<file path="src/rtl/tmr_io_pkg.sv">
package tmr_io_pkg;
    localparam int CH_N   = 3;
    localparam int CNT_W  = 16;
    localparam int BUS_W  = 16;
    localparam int ADDR_W = 3;
    localparam int LVL_W  = 2 * CH_N;

    localparam logic [ADDR_W-1:0] ADDR_LVL  = 3'd0;
    localparam logic [ADDR_W-1:0] ADDR_CTL0 = 3'd1;
    localparam logic [ADDR_W-1:0] ADDR_GRA0 = 3'd4;
    localparam logic [7:0]        LVL_RST   = 8'hC0;

    typedef enum logic [2:0] {
        M_NONE  = 3'b000,
        M_LOW   = 3'b001,
        M_HIGH  = 3'b010,
        M_TOGL  = 3'b011,
        M_CAP_R = 3'b100,
        M_CAP_F = 3'b101,
        M_CAP_A = 3'b110,
        M_CAP_B = 3'b111
    } gra_mode_e;

    typedef struct packed {
        logic [CNT_W-1:0] cnt;
        logic [CNT_W-1:0] gra;
        gra_mode_e        mode;
        logic [2:0]       sync;
        logic             pin;
    } chan_st_t;
endpackage

</file>
<file path="src/rtl/tmr_io_lvl.sv">
module tmr_io_lvl
    import tmr_io_pkg::*;
(
    input  logic             clk,
    input  logic             rst_n,
    input  logic             we_i,
    input  logic [LVL_W-1:0] wdata_i,
    input  logic [CH_N-1:0]  run_i,
    output logic [LVL_W-1:0] lvl_o,
    output logic [CH_N-1:0]  load_o
);
    logic [LVL_W-1:0] lvl_d, lvl_q;

    always_comb begin
        lvl_d = lvl_q;
        for (int c = 0; c < CH_N; c++) begin
            load_o[c] = we_i && !run_i[c];
            if (load_o[c]) begin
                lvl_d[2*c]   = wdata_i[2*c];
                lvl_d[2*c+1] = wdata_i[2*c+1];
            end
        end
    end

    always_ff @(posedge clk or negedge rst_n) begin
        if (!rst_n) lvl_q <= LVL_RST[LVL_W-1:0];
        else        lvl_q <= lvl_d;
    end

    assign lvl_o = lvl_q;

    for (genvar c = 0; c < CH_N; c++) begin : g_lock
        AST_LVL_LOCK: assert property (@(posedge clk) disable iff (!rst_n)
            run_i[c] |=> $stable(lvl_q[2*c+1 -: 2]));
    end
endmodule

</file>
<file path="src/rtl/tmr_io_chan.sv">
module tmr_io_chan
    import tmr_io_pkg::*;
#(
    parameter bit TOGGLE_OK = 1'b1
) (
    input  logic             clk,
    input  logic             rst_n,
    input  logic             run_i,
    input  logic             cap_i,
    input  logic             ctl_we_i,
    input  logic             gra_we_i,
    input  logic [BUS_W-1:0] wdata_i,
    input  logic             lvl_load_i,
    input  logic             lvl_a_i,
    output logic [2:0]       mode_o,
    output logic [CNT_W-1:0] gra_o,
    output logic             pin_o
);
    chan_st_t st_d, st_q;
    logic cmp_hit, cap_hit, rise, fall, tog_val;

    if (TOGGLE_OK) begin : g_tog
        assign tog_val = ~st_q.pin;
    end else begin : g_high
        assign tog_val = 1'b1;
    end

    always_comb begin
        st_d    = st_q;
        rise    = st_q.sync[1] && !st_q.sync[2];
        fall    = !st_q.sync[1] && st_q.sync[2];
        cmp_hit = run_i && !st_q.mode[2] && (st_q.cnt == st_q.gra);
        cap_hit = st_q.mode[2] &&
                  (st_q.mode[1] ? (rise || fall) : (st_q.mode[0] ? fall : rise));

        st_d.sync = {st_q.sync[1:0], cap_i};
        if (run_i)    st_d.cnt  = st_q.cnt + 1'b1;
        if (ctl_we_i) st_d.mode = gra_mode_e'(wdata_i[2:0]);
        if (gra_we_i) st_d.gra  = wdata_i[CNT_W-1:0];
        if (cap_hit)  st_d.gra  = st_q.cnt;

        if (lvl_load_i) begin
            st_d.pin = lvl_a_i;
        end else if (cmp_hit) begin
            case (st_q.mode)
                M_LOW:   st_d.pin = 1'b0;
                M_HIGH:  st_d.pin = 1'b1;
                M_TOGL:  st_d.pin = tog_val;
                default: st_d.pin = st_q.pin;
            endcase
        end
    end

    always_ff @(posedge clk or negedge rst_n) begin
        if (!rst_n) begin
            st_q.cnt  <= '0;
            st_q.gra  <= '1;
            st_q.mode <= M_NONE;
            st_q.sync <= '0;
            st_q.pin  <= 1'b0;
        end else begin
            st_q <= st_d;
        end
    end

    assign mode_o = st_q.mode;
    assign gra_o  = st_q.gra;
    assign pin_o  = st_q.pin;

    AST_CNT_STEP: assert property (@(posedge clk) disable iff (!rst_n)
        run_i |=> st_q.cnt == $past(st_q.cnt) + 1'b1);
    AST_CNT_HOLD: assert property (@(posedge clk) disable iff (!rst_n)
        !run_i |=> $stable(st_q.cnt));
    AST_CAP_PIN_FIXED: assert property (@(posedge clk) disable iff (!rst_n)
        (st_q.mode[2] && !lvl_load_i) |=> $stable(st_q.pin));
    AST_PRESET_LOAD: assert property (@(posedge clk) disable iff (!rst_n)
        lvl_load_i |=> st_q.pin == $past(lvl_a_i));

    if (!TOGGLE_OK) begin : g_chk_high
        AST_NO_FALL: assert property (@(posedge clk) disable iff (!rst_n)
            (st_q.mode == M_TOGL && st_q.pin && !lvl_load_i) |=> st_q.pin);
    end
endmodule

</file>
<file path="src/rtl/tmr_io_ctrl.sv">
module tmr_io_ctrl
    import tmr_io_pkg::*;
#(
    parameter logic [CH_N-1:0] TOG_MASK = 3'b011
) (
    input  logic              clk,
    input  logic              rst_n,
    input  logic [CH_N-1:0]   run,
    input  logic [CH_N-1:0]   cap_in,
    input  logic [ADDR_W-1:0] bus_addr,
    input  logic              bus_we,
    input  logic [BUS_W-1:0]  bus_wdata,
    output logic [BUS_W-1:0]  bus_rdata,
    output logic [CH_N-1:0]   pin_a,
    output logic [CH_N-1:0]   pin_b
);
    logic [LVL_W-1:0] lvl;
    logic [CH_N-1:0]  lvl_load;
    logic [2:0]       mode_w [CH_N];
    logic [CNT_W-1:0] gra_w  [CH_N];

    tmr_io_lvl u_lvl (
        .clk     (clk),
        .rst_n   (rst_n),
        .we_i    (bus_we && bus_addr == ADDR_LVL),
        .wdata_i (bus_wdata[LVL_W-1:0]),
        .run_i   (run),
        .lvl_o   (lvl),
        .load_o  (lvl_load)
    );

    for (genvar c = 0; c < CH_N; c++) begin : g_ch
        localparam logic [ADDR_W-1:0] A_CTL = ADDR_W'(ADDR_CTL0 + c);
        localparam logic [ADDR_W-1:0] A_GRA = ADDR_W'(ADDR_GRA0 + c);

        tmr_io_chan #(.TOGGLE_OK(TOG_MASK[c])) u_chan (
            .clk        (clk),
            .rst_n      (rst_n),
            .run_i      (run[c]),
            .cap_i      (cap_in[c]),
            .ctl_we_i   (bus_we && bus_addr == A_CTL),
            .gra_we_i   (bus_we && bus_addr == A_GRA),
            .wdata_i    (bus_wdata),
            .lvl_load_i (lvl_load[c]),
            .lvl_a_i    (bus_wdata[2*c]),
            .mode_o     (mode_w[c]),
            .gra_o      (gra_w[c]),
            .pin_o      (pin_a[c])
        );

        assign pin_b[c] = lvl[2*c+1];
    end

    always_comb begin
        bus_rdata = '0;
        if (bus_addr == ADDR_LVL) bus_rdata = '1;
        for (int c = 0; c < CH_N; c++) begin
            if (bus_addr == ADDR_W'(ADDR_CTL0 + c)) bus_rdata = BUS_W'({1'b1, mode_w[c]});
            if (bus_addr == ADDR_W'(ADDR_GRA0 + c)) bus_rdata = BUS_W'(gra_w[c]);
        end
    end
endmodule

</file>
<file path="config.mk">
export PLATFORM = sky130hd
export DESIGN_NAME = tmr_io_ctrl
export DESIGN_NICKNAME = d
export VERILOG_FILES = /design/src/rtl/tmr_io_pkg.sv /design/src/rtl/tmr_io_lvl.sv /design/src/rtl/tmr_io_chan.sv /design/src/rtl/tmr_io_ctrl.sv
export SDC_FILE = /design/constraint.sdc
export NUM_CORES = 1
export LEC_CHECK = 0
export BUFFER_PORTS_ARGS = -buffer_cell sky130_fd_sc_hd__buf_2
export CORE_MARGIN = 5
export CORE_UTILIZATION = 50
export CTS_CLUSTER_SIZE = 12
export DETAILED_ROUTE_END_ITERATION = 7
export PLACE_DENSITY = 0.68
export SYNTH_ARGS = -nofsm -noshare
export SYNTH_HDL_FRONTEND = slang
export SYNTH_HIERARCHICAL = 1
export SYNTH_SLANG_ARGS = --single-unit
</file>
<file path="constraint.sdc">
create_clock -name clk -period 4.3 [get_ports clk]
set_clock_uncertainty 0.2 [all_clocks]
set_input_delay 0.645 -clock clk [delete_from_list [all_inputs] [get_ports clk]]
set_output_delay 0.645 -clock clk [all_outputs]
set_load 0.05 [all_outputs]
</file>
Word-level counts from Yosys, hierarchy flattened
Index checks and enable logic that the tools add are counted.
{"block": "totals", "regBits": 123, "out_inout_bits": 22, "inputBits": 28}
{"block": "classes", "add_sub_neg": 3, "n_eq_ne": 18, "bitwise": 2, "muxes": 28, "n_reduce_logical": 54}
{"op": "16-bit 2-to-1 mux", "n": 13}
{"op": "16-bit by 1-bit adder with 16-bit output, second input constant", "n": 3}
{"op": "16-bit == test", "n": 3}
{"op": "1-bit logical AND", "n": 25}
{"op": "3-bit by 2-bit == test with 1-bit output, second input constant", "n": 8}
{"op": "3-bit by 1-bit == test with 1-bit output, second input constant", "n": 4}
{"op": "1-bit logical NOT", "n": 12}
{"op": "1-bit 2-to-1 mux", "n": 12}
{"op": "2-bit nonzero test", "n": 6}
{"op": "3-bit == test, second input constant", "n": 3}
{"op": "4-bit nonzero test", "n": 2}
{"op": "1-bit one-hot mux with 3 select lines", "n": 2}
{"op": "2-bit AND reduction", "n": 3}
{"op": "3-bit logical NOT", "n": 1}
{"op": "1-bit logical OR", "n": 3}
{"op": "3-bit nonzero test", "n": 1}
{"op": "1-bit NOT", "n": 2}
{"op": "1-bit one-hot mux with 2 select lines", "n": 1}
{"op": "2-bit OR reduction", "n": 1}

Logic depth before layout (Yosys ltp)
Gate-level depths: netlist (run 1).
{"block": "depth", "ltp_word": 8, "mapped_depth": 9, "mapped_depth_nobuf": 8}

Cells and area by module
Netlist (run 1), hierarchy kept.
{"module": "tmr_io_chan (g_ch[0].u_chan ...)", "cells_each": 196, "n_inst": 2, "area_each_um2": 2107.0, "seq_area_each_um2": 996.0}
{"module": "tmr_io_chan (g_ch[2].u_chan)", "cells_each": 191, "n_inst": 1, "area_each_um2": 2068.2, "seq_area_each_um2": 996.0}
{"module": "tmr_io_ctrl", "cells_each": 80, "n_inst": 1, "area_each_um2": 531.8, "seq_area_each_um2": 0.0}
{"module": "tmr_io_lvl", "cells_each": 15, "n_inst": 1, "area_each_um2": 281.5, "seq_area_each_um2": 150.1}

Worst setup path after synthesis (run 1)
Ideal clock, no wire load.
{"block": "synth_path", "kind": "input port to output port", "startpoint": "in bus_addr[1]", "endpoint": "out bus_rdata[0]", "required_time_ns": 3.455, "cell_stages": 5, "arrival_time_ns": 2.308, "setup_slack_ns": 1.147, "path_cell_list": "buf_6 > nor2b_4 > buf_6 > nor3b_1 > nor3b_1"}
{"block": "synth_between", "elab_chain_cells": 8, "elab_cells_between_ends": 14, "classes_between": "eq/ne (6); mux (7); reduce/logical (1)"}
{"element": "from (decl)", "line": "tmr_io_ctrl.sv:10", "rtl": "input logic [ADDR_W-1:0] bus_addr,"}
{"element": "3-bit logical NOT", "line": "tmr_io_ctrl.sv:56", "rtl": "if (bus_addr == ADDR_LVL) bus_rdata = '1;"}
{"element": "16-bit 2-to-1 mux", "line": "tmr_io_ctrl.sv:56"}
{"element": "16-bit 2-to-1 mux", "line": "tmr_io_ctrl.sv:58", "rtl": "if (bus_addr == ADDR_W'(ADDR_CTL0 + c)) bus_rdata = BUS_W'({1'b1, mode_w[c]});"}
{"element": "16-bit 2-to-1 mux", "line": "tmr_io_ctrl.sv:59", "rtl": "if (bus_addr == ADDR_W'(ADDR_GRA0 + c)) bus_rdata = BUS_W'(gra_w[c]);"}
{"element": "16-bit 2-to-1 mux", "line": "tmr_io_ctrl.sv:58"}
{"element": "16-bit 2-to-1 mux", "line": "tmr_io_ctrl.sv:59"}
{"element": "16-bit 2-to-1 mux", "line": "tmr_io_ctrl.sv:58"}
{"element": "16-bit 2-to-1 mux *", "line": "tmr_io_ctrl.sv:59"}
{"element": "to (decl)", "line": "tmr_io_ctrl.sv:13", "rtl": "output logic [BUS_W-1:0] bus_rdata,"}
Mark *: on every way between the ends. The rest lies on a longest branch, timed or not.

Worst setup path after layout (run 1)
{"block": "layout_path", "startpoint": "in bus_addr[0]", "endpoint": "out bus_rdata[11]"}
The elaborated chain is that of the path after synthesis.

==> impl_metrics.tcl, run 1 <==
set metrics [dict create \
    status "completed" \
    power_switching_w 0.001786 \
    tns_ns 0 \
    r2r_slack_ns 1.73 \
    diodes 0 \
    switching_share_pct 34.35 \
    syn_to_final_growth_pct 8.287 \
    max-clock-path-buffers 2 \
    netlist_area_um2 6975 \
    worst_slew_pin_slew_ns 1.323 \
    vias 4780 \
    hold_class "input pin to async pin" \
    post-cts-setup-buffers 0 \
    htreeDepth 4 \
    clk_pin_slew_ns 0.05 \
    cts.repair.resized 0 \
    reg2reg_to "g_ch[1].u_chan/gra_o[1]$_DFFE_PN1P_" \
    required_ns 3.45 \
    cts_tree "yes" \
    grt_remaining_overflow 0 \
    cts-buffers-inserted 17 \
    pwr_density_cell_nw_per_um2 688.4 \
    cts_root_buffer "clkbuf_16" \
    comb_power_share_pct 25.1 \
    power_frac_seq_pct 42.2 \
    grt_pass1_vias 4831 \
    hpwl_um 12120 \
    power.leakage_nw 3.318 \
    clk-insertion-delay-late_ns 0.42 \
    fin_nets 691 \
    setup_viol 0 \
    syn_area_per_cell_um2 10.38 \
    rsz0062_at_grt "no" \
    clkPwrFrac_pct 32.7 \
    start_kind "input pin" \
    cts_hold_buf 0 \
    final_core_util_pct 54.84 \
    peakVddDrop_v 0.0003541 \
    fp.dieW_um 128.1 \
    portBuffers 49 \
    die_area_um2 16410 \
    min_period_ns 2.904 \
    grt_pass1_wl_um 26440 \
    drtIter0Drc 404 \
    initial_core_util_pct 50.64 \
    drive_gt1_share_pct 26.09 \
    fp.dieH_um 128.1 \
    cp.arrival_ns 2.06 \
    ioPinCount 50 \
    wl_per_cell_um 19.66 \
    grt_antenna_before_repair 0 \
    fin_ws_ns 1.396 \
    relSlewSlack_pct 11.55 \
    fillerInstances 1213 \
    synth_cells 672 \
    reg2regPathDepth 6 \
    yosysWarnings 6 \
    syn_nets 709 \
    worstSetupPathType "input pin to output port" \
    viasPerCell 5.643 \
    drc 0 \
    max_freq_mhz 344.4 \
    maxCapViolations 0 \
    finalHoldViolations 0 \
    timing.hold.ws_ns 0.07415 \
    reg2reg_from "g_ch[1].u_chan/st_d[3]$_DFF_PN0_" \
    end_kind "output port" \
    core_area_um2 13770 \
    drv_slew 0 \
    p_int_w 0.003413 \
    rows 43 \
    first_pass_iters 5 \
    totalWireLength_um 16660 \
    gp_congestion 0.9304 \
    path_max_fanout 13 \
    dp_slack_ns 1.270 \
    grt_max_degree 55 \
    post-route-period-util_pct 67.53 \
    grtUsageTotal_pct 21.16 \
    cts_sinks 120 \
    drtAntennaViolNets 0 \
]
cell type report:
type                    count  area, um^2  area share, %
flip-flops and latches    120        3063          40.55
multi-input cells         451        3239          42.89
inverters                  12       45.04         0.5963
clock buffers              20       466.7          6.179
clock inverters            12       244.0          3.230
well taps                 180       225.2          2.982
repair buffers             52       270.3          3.578
worst max path at each step:
stage,cells after the start,end,from
detailed placement,9,g_ch[1].u_chan/pin_o$_DFFE_PN0P_,bus_addr[2]
global route,5,bus_rdata[6],bus_addr[0]
floorplan,5,bus_rdata[0],bus_addr[1]
finish,5,bus_rdata[11],bus_addr[0]
global placement,9,g_ch[1].u_chan/pin_o$_DFFE_PN0P_,bus_addr[2]
CTS,5,bus_rdata[6],bus_addr[0]
cell usage in the layout, fill, tap and decap left out, types with 3 or more instances in the layout:
cell type / n
nor3_1: 5
o32ai_1: 3
nor2b_4: 4
mux2i_1: 52
nor4_1: 9
xnor2_1: 28
nor3b_1: 6
nor3_2: 4
o221ai_1: 3
dfstp_2: 48
a21oi_1: 48
nand4_1: 12
dfrtp_1: 72
clkbuf_8: 3
mux2_2: 13
clkbuf_16: 17
ha_1: 9
o211ai_2: 3
buf_2: 48
o21ai_0: 17
a22oi_1: 12
nor2_1: 65
bufinv_16: 7
mux2_4: 5
nor2b_1: 5
nand2b_1: 3
inv_1: 12
nand2_1: 24
o21ai_1: 10
and3_1: 7
xor2_1: 65
nand3_1: 17
buf_4: 4
power groups by stage:
stage,Clock (W),Sequential (W),Combinational (W)
floorplan,0,0.00201,0.00137
global placement,0,0.00218,0.00125
detailed placement,0,0.00219,0.00129
CTS,0.00172,0.00218,0.00130
global route,0.00177,0.00224,0.00144
finish,0.00170,0.00219,0.00131
through the flow:
| stage | power [W] | cell area [um^2] | cells |
|---|---|---|---|
| floorplan | 0.003384 | 6975 | 672 |
| global placement | 0.003424 | 6843 | 815 |
| detailed placement | 0.003482 | 6843 | 815 |
| CTS | 0.005203 | 7553 | 847 |
| global route | 0.005448 | 7553 | 847 |
| finish | 0.005200 | 7553 | 847 |
state kept, by name (all words and copies together), names as in the netlist:
name	flops
g_ch.u_chan/st_d	6
g_ch.u_chan/pin_o	3
g_ch.u_chan/st_q	51
g_ch.u_chan/mode_o	9
u_lvl/lvl_o	3
g_ch.u_chan/gra_o	48
layer usage:
metal	GRT usage, %	routed length (um)
met1	28.52	7545
met2	32.93	7717
met3	4.667	910
met4	9.114	482
met5	0	0
critical path: stages:
cell and delay (ns):
buf_2 0.18, nor2_1 0.52, o21ai_0 0.20, o21ai_1 0.19
buf_2 0.31
(Power assumes the default switching activity.)
==> run 2: changes to the inputs <==
--- a/config.mk
+++ b/config.mk
@@ -5,6 +5,7 @@
 export SDC_FILE = /design/constraint.sdc
 export NUM_CORES = 1
 export LEC_CHECK = 0
+export ABC_AREA = 1
 export BUFFER_PORTS_ARGS = -buffer_cell sky130_fd_sc_hd__buf_2
 export CORE_MARGIN = 5
 export CORE_UTILIZATION = 50
==> constraint.sdc (replaced) <==
create_clock -name clk -period 2.9 [get_ports clk]
set_clock_uncertainty 0.2 [all_clocks]
set_input_delay 0.435 -clock clk [delete_from_list [all_inputs] [get_ports clk]]
set_output_delay 0.435 -clock clk [all_outputs]
set_load 0.05 [all_outputs]
==> run 2 against run 1 <==
  * Critical path depth rose by 1
  * Non-clock buffer count rose by 14
  * Combinational power up 75%
  * Register-to-register slack got worse by 0.92 ns
  * Die area is 6.6% higher
  * Critical path type unchanged
  * Critical endpoint is now bus_rdata[13]
  * Largest power group unchanged
  * Highest routed layer is now met5
==> impl_metrics.tcl, run 2 <==
set metrics [dict create \
    totalWireLength_um 19050 \
    grt_remaining_overflow 0 \
    relSlewSlack_pct 62.05 \
    cpMaxStageDelayCell "nor3_4" \
    end_kind "output port" \
    fillerInstances 1322 \
    cp.arrival_ns 1.78 \
    cts_tree "yes" \
    diodes 0 \
    portBuffers 49 \
    switching_share_pct 37.76 \
    p_int_w 0.004681 \
    critPathMaxStageDelay_ns 0.47 \
    timing.hold.ws_ns 0.09724 \
    max_freq_mhz 414.5 \
    final_common_cell "nand2_1" \
    post-cts-setup-buffers 0 \
    initial_core_util_pct 51.23 \
    stdcell_count 1131 \
    maxCapViolations 0 \
    fp.dieW_um 132.3 \
    syn_area_per_cell_um2 7.967 \
    rsz0062_at_grt "no" \
    cts_root_buffer "clkbuf_16" \
    hold_class "input pin to flop" \
    pwr_density_cell_nw_per_um2 927.1 \
    cp_common_cell "buf_2" \
    rows 44 \
    wl_per_cell_um 16.84 \
    setup_viol 0 \
    start_kind "input pin" \
    grt_max_degree 54 \
    netlist_area_um2 7473 \
    status "completed" \
    grt_pass1_wl_um 31260 \
    first_pass_iters 4 \
    finalHoldViolations 0 \
    comb_power_share_pct 30.4 \
    max-clock-path-buffers 2 \
    syn_to_final_growth_pct 8.555 \
    crit_buf_inv 3 \
    largest_reg_flops 51 \
    core_area_um2 14590 \
    worst_slew_pin_slew_ns 0.5693 \
    drtIter0Drc 499 \
    vias 6110 \
    path_max_fanout 12 \
    ioPinCount 50 \
    min_period_ns 2.413 \
    cp_top_family "simple AND/OR/NAND/NOR gates" \
    tns_ns 0 \
    die_area_um2 17490 \
    drv_slew 0 \
    drive_gt1_share_pct 21.44 \
    power_frac_seq_pct 39.4 \
    clkPwrFrac_pct 30.2 \
    gp_congestion 0.9014 \
    top_register "g_ch.u_chan/st_q" \
    crit_chain "buf_2 -> inv_6 -> nor3_4 -> nand2_1 -> nand3_1 -> buf_2" \
    viasPerCell 5.402 \
    fin_nets 971 \
    grt_antenna_before_repair 1 \
    peakVddDrop_v 0.0005778 \
    grt_pass1_vias 5903 \
    synth_cells 938 \
    cts-buffers-inserted 17 \
    power.leakage_nw 3.960 \
    drc 0 \
    fp.dieH_um 132.3 \
    worstSetupPathType "input pin to output port" \
    drtAntennaViolNets 0 \
    syn_nets 975 \
    post-route-period-util_pct 83.20 \
    cts_sinks 120 \
    layout_common_cells "210 x nand2_1, 129 x inv_1, 115 x nand3_1, 72 x dfrtp_1, 51 x nor2_1" \
    dp.cells 1095 \
    yosysWarnings 6 \
    required_ns 2.27 \
    hpwl_um 14260 \
    clk-insertion-delay-late_ns 0.42 \
    power_switching_w 0.002840 \
    power.total_w 0.007521 \
    htreeDepth 4 \
    clk_pin_slew_ns 0.06 \
    grtUsageTotal_pct 22.62 \
]
==> run 2: power by group through the flow <==
| stage | sequential, W | combinational [W] | clock (W) |
|---|---|---|---|
| after floorplan | 0.00282 | 0.00215 | 0 |
| after global placement | 0.00298 | 0.00223 | 0 |
| after detailed placement | 0.00297 | 0.00227 | 0 |
| after CTS | 0.00295 | 0.00229 | 0.00231 |
| after global routing | 0.00304 | 0.00259 | 0.00239 |
| final | 0.00296 | 0.00229 | 0.00227 |
==> run 2: cell type report <==
| class | count | area, um^2 | area share [%] |
|---|---|---|---|
| Timing Repair Buffer | 66 | 397.9 | 4.904 |
| Inverter | 143 | 541.8 | 6.678 |
| Clock inverter | 14 | 205.2 | 2.529 |
| Multi-Input combinational cell | 586 | 3246 | 40.01 |
| Tap cell | 184 | 230.2 | 2.838 |
| Sequential cell | 120 | 3063 | 37.75 |
| Clock buffer | 18 | 429.2 | 5.290 |
==> run 2: final timing paths <==
path | to | startpoint | cells after the start | slack, ns
worst max-delay path | bus_rdata[13] | bus_addr[0] | 6 | 0.49
worst min-delay path | g_ch[2].u_chan/st_q[23]$_DFFE_PN0P_ | run[2] | 2 | 0.1
worst max register to register | g_ch[0].u_chan/gra_o[6]$_DFFE_PN1P_ | g_ch[0].u_chan/st_d[3]$_DFF_PN0_ | 6 | 0.81
worst min register to register | g_ch[1].u_chan/st_d[3]$_DFF_PN0_ | g_ch[1].u_chan/st_d[2]$_DFF_PN0_ | 0 | 0.15
max in group asynchronous | g_ch[1].u_chan/gra_o[11]$_DFFE_PN1P_ | rst_n | 3 | 1.31
min in group asynchronous | g_ch[0].u_chan/st_d[2]$_DFF_PN0_ | rst_n | 2 | 0.35
==> run 2: worst reg2reg max path, cell delays in order (launching register included) <==
cell      delay, ns
dfrtp_1        0.36
inv_1          0.05
ha_1           0.28
a21oi_1        0.29
nand2_2        0.30
nand2_2        0.34
o221ai_1       0.16
==> run 2: stage by stage <==
stage               cell area [um^2]  setup slack (ns)  utilization (%)
floorplan                       7473            0.5933                -
global placement                7438            0.5396            50.99
detailed placement              7438            0.4843            50.99
CTS                             8113            0.4996            55.61
global route                    8113            0.3808            55.61
finish                          8113            0.4873            55.61
==> run 2: layer usage <==
metal | track usage [%] | up-vias | part of all wire (%)
li1 | - | 2959 | -
met1 | 31.58 | 2902 | 44
met2 | 34.22 | 204 | 45
met3 | 5.840 | 43 | 7.3
met4 | 7.975 | 2 | 2.8
met5 | 0 | - | 0.068
==> run 2: what timing repair did <==
item	4_1_cts	5_1_grt
resized for setup	0	0
endpoints found under the hold margin	32	0
hold buffers	4	0
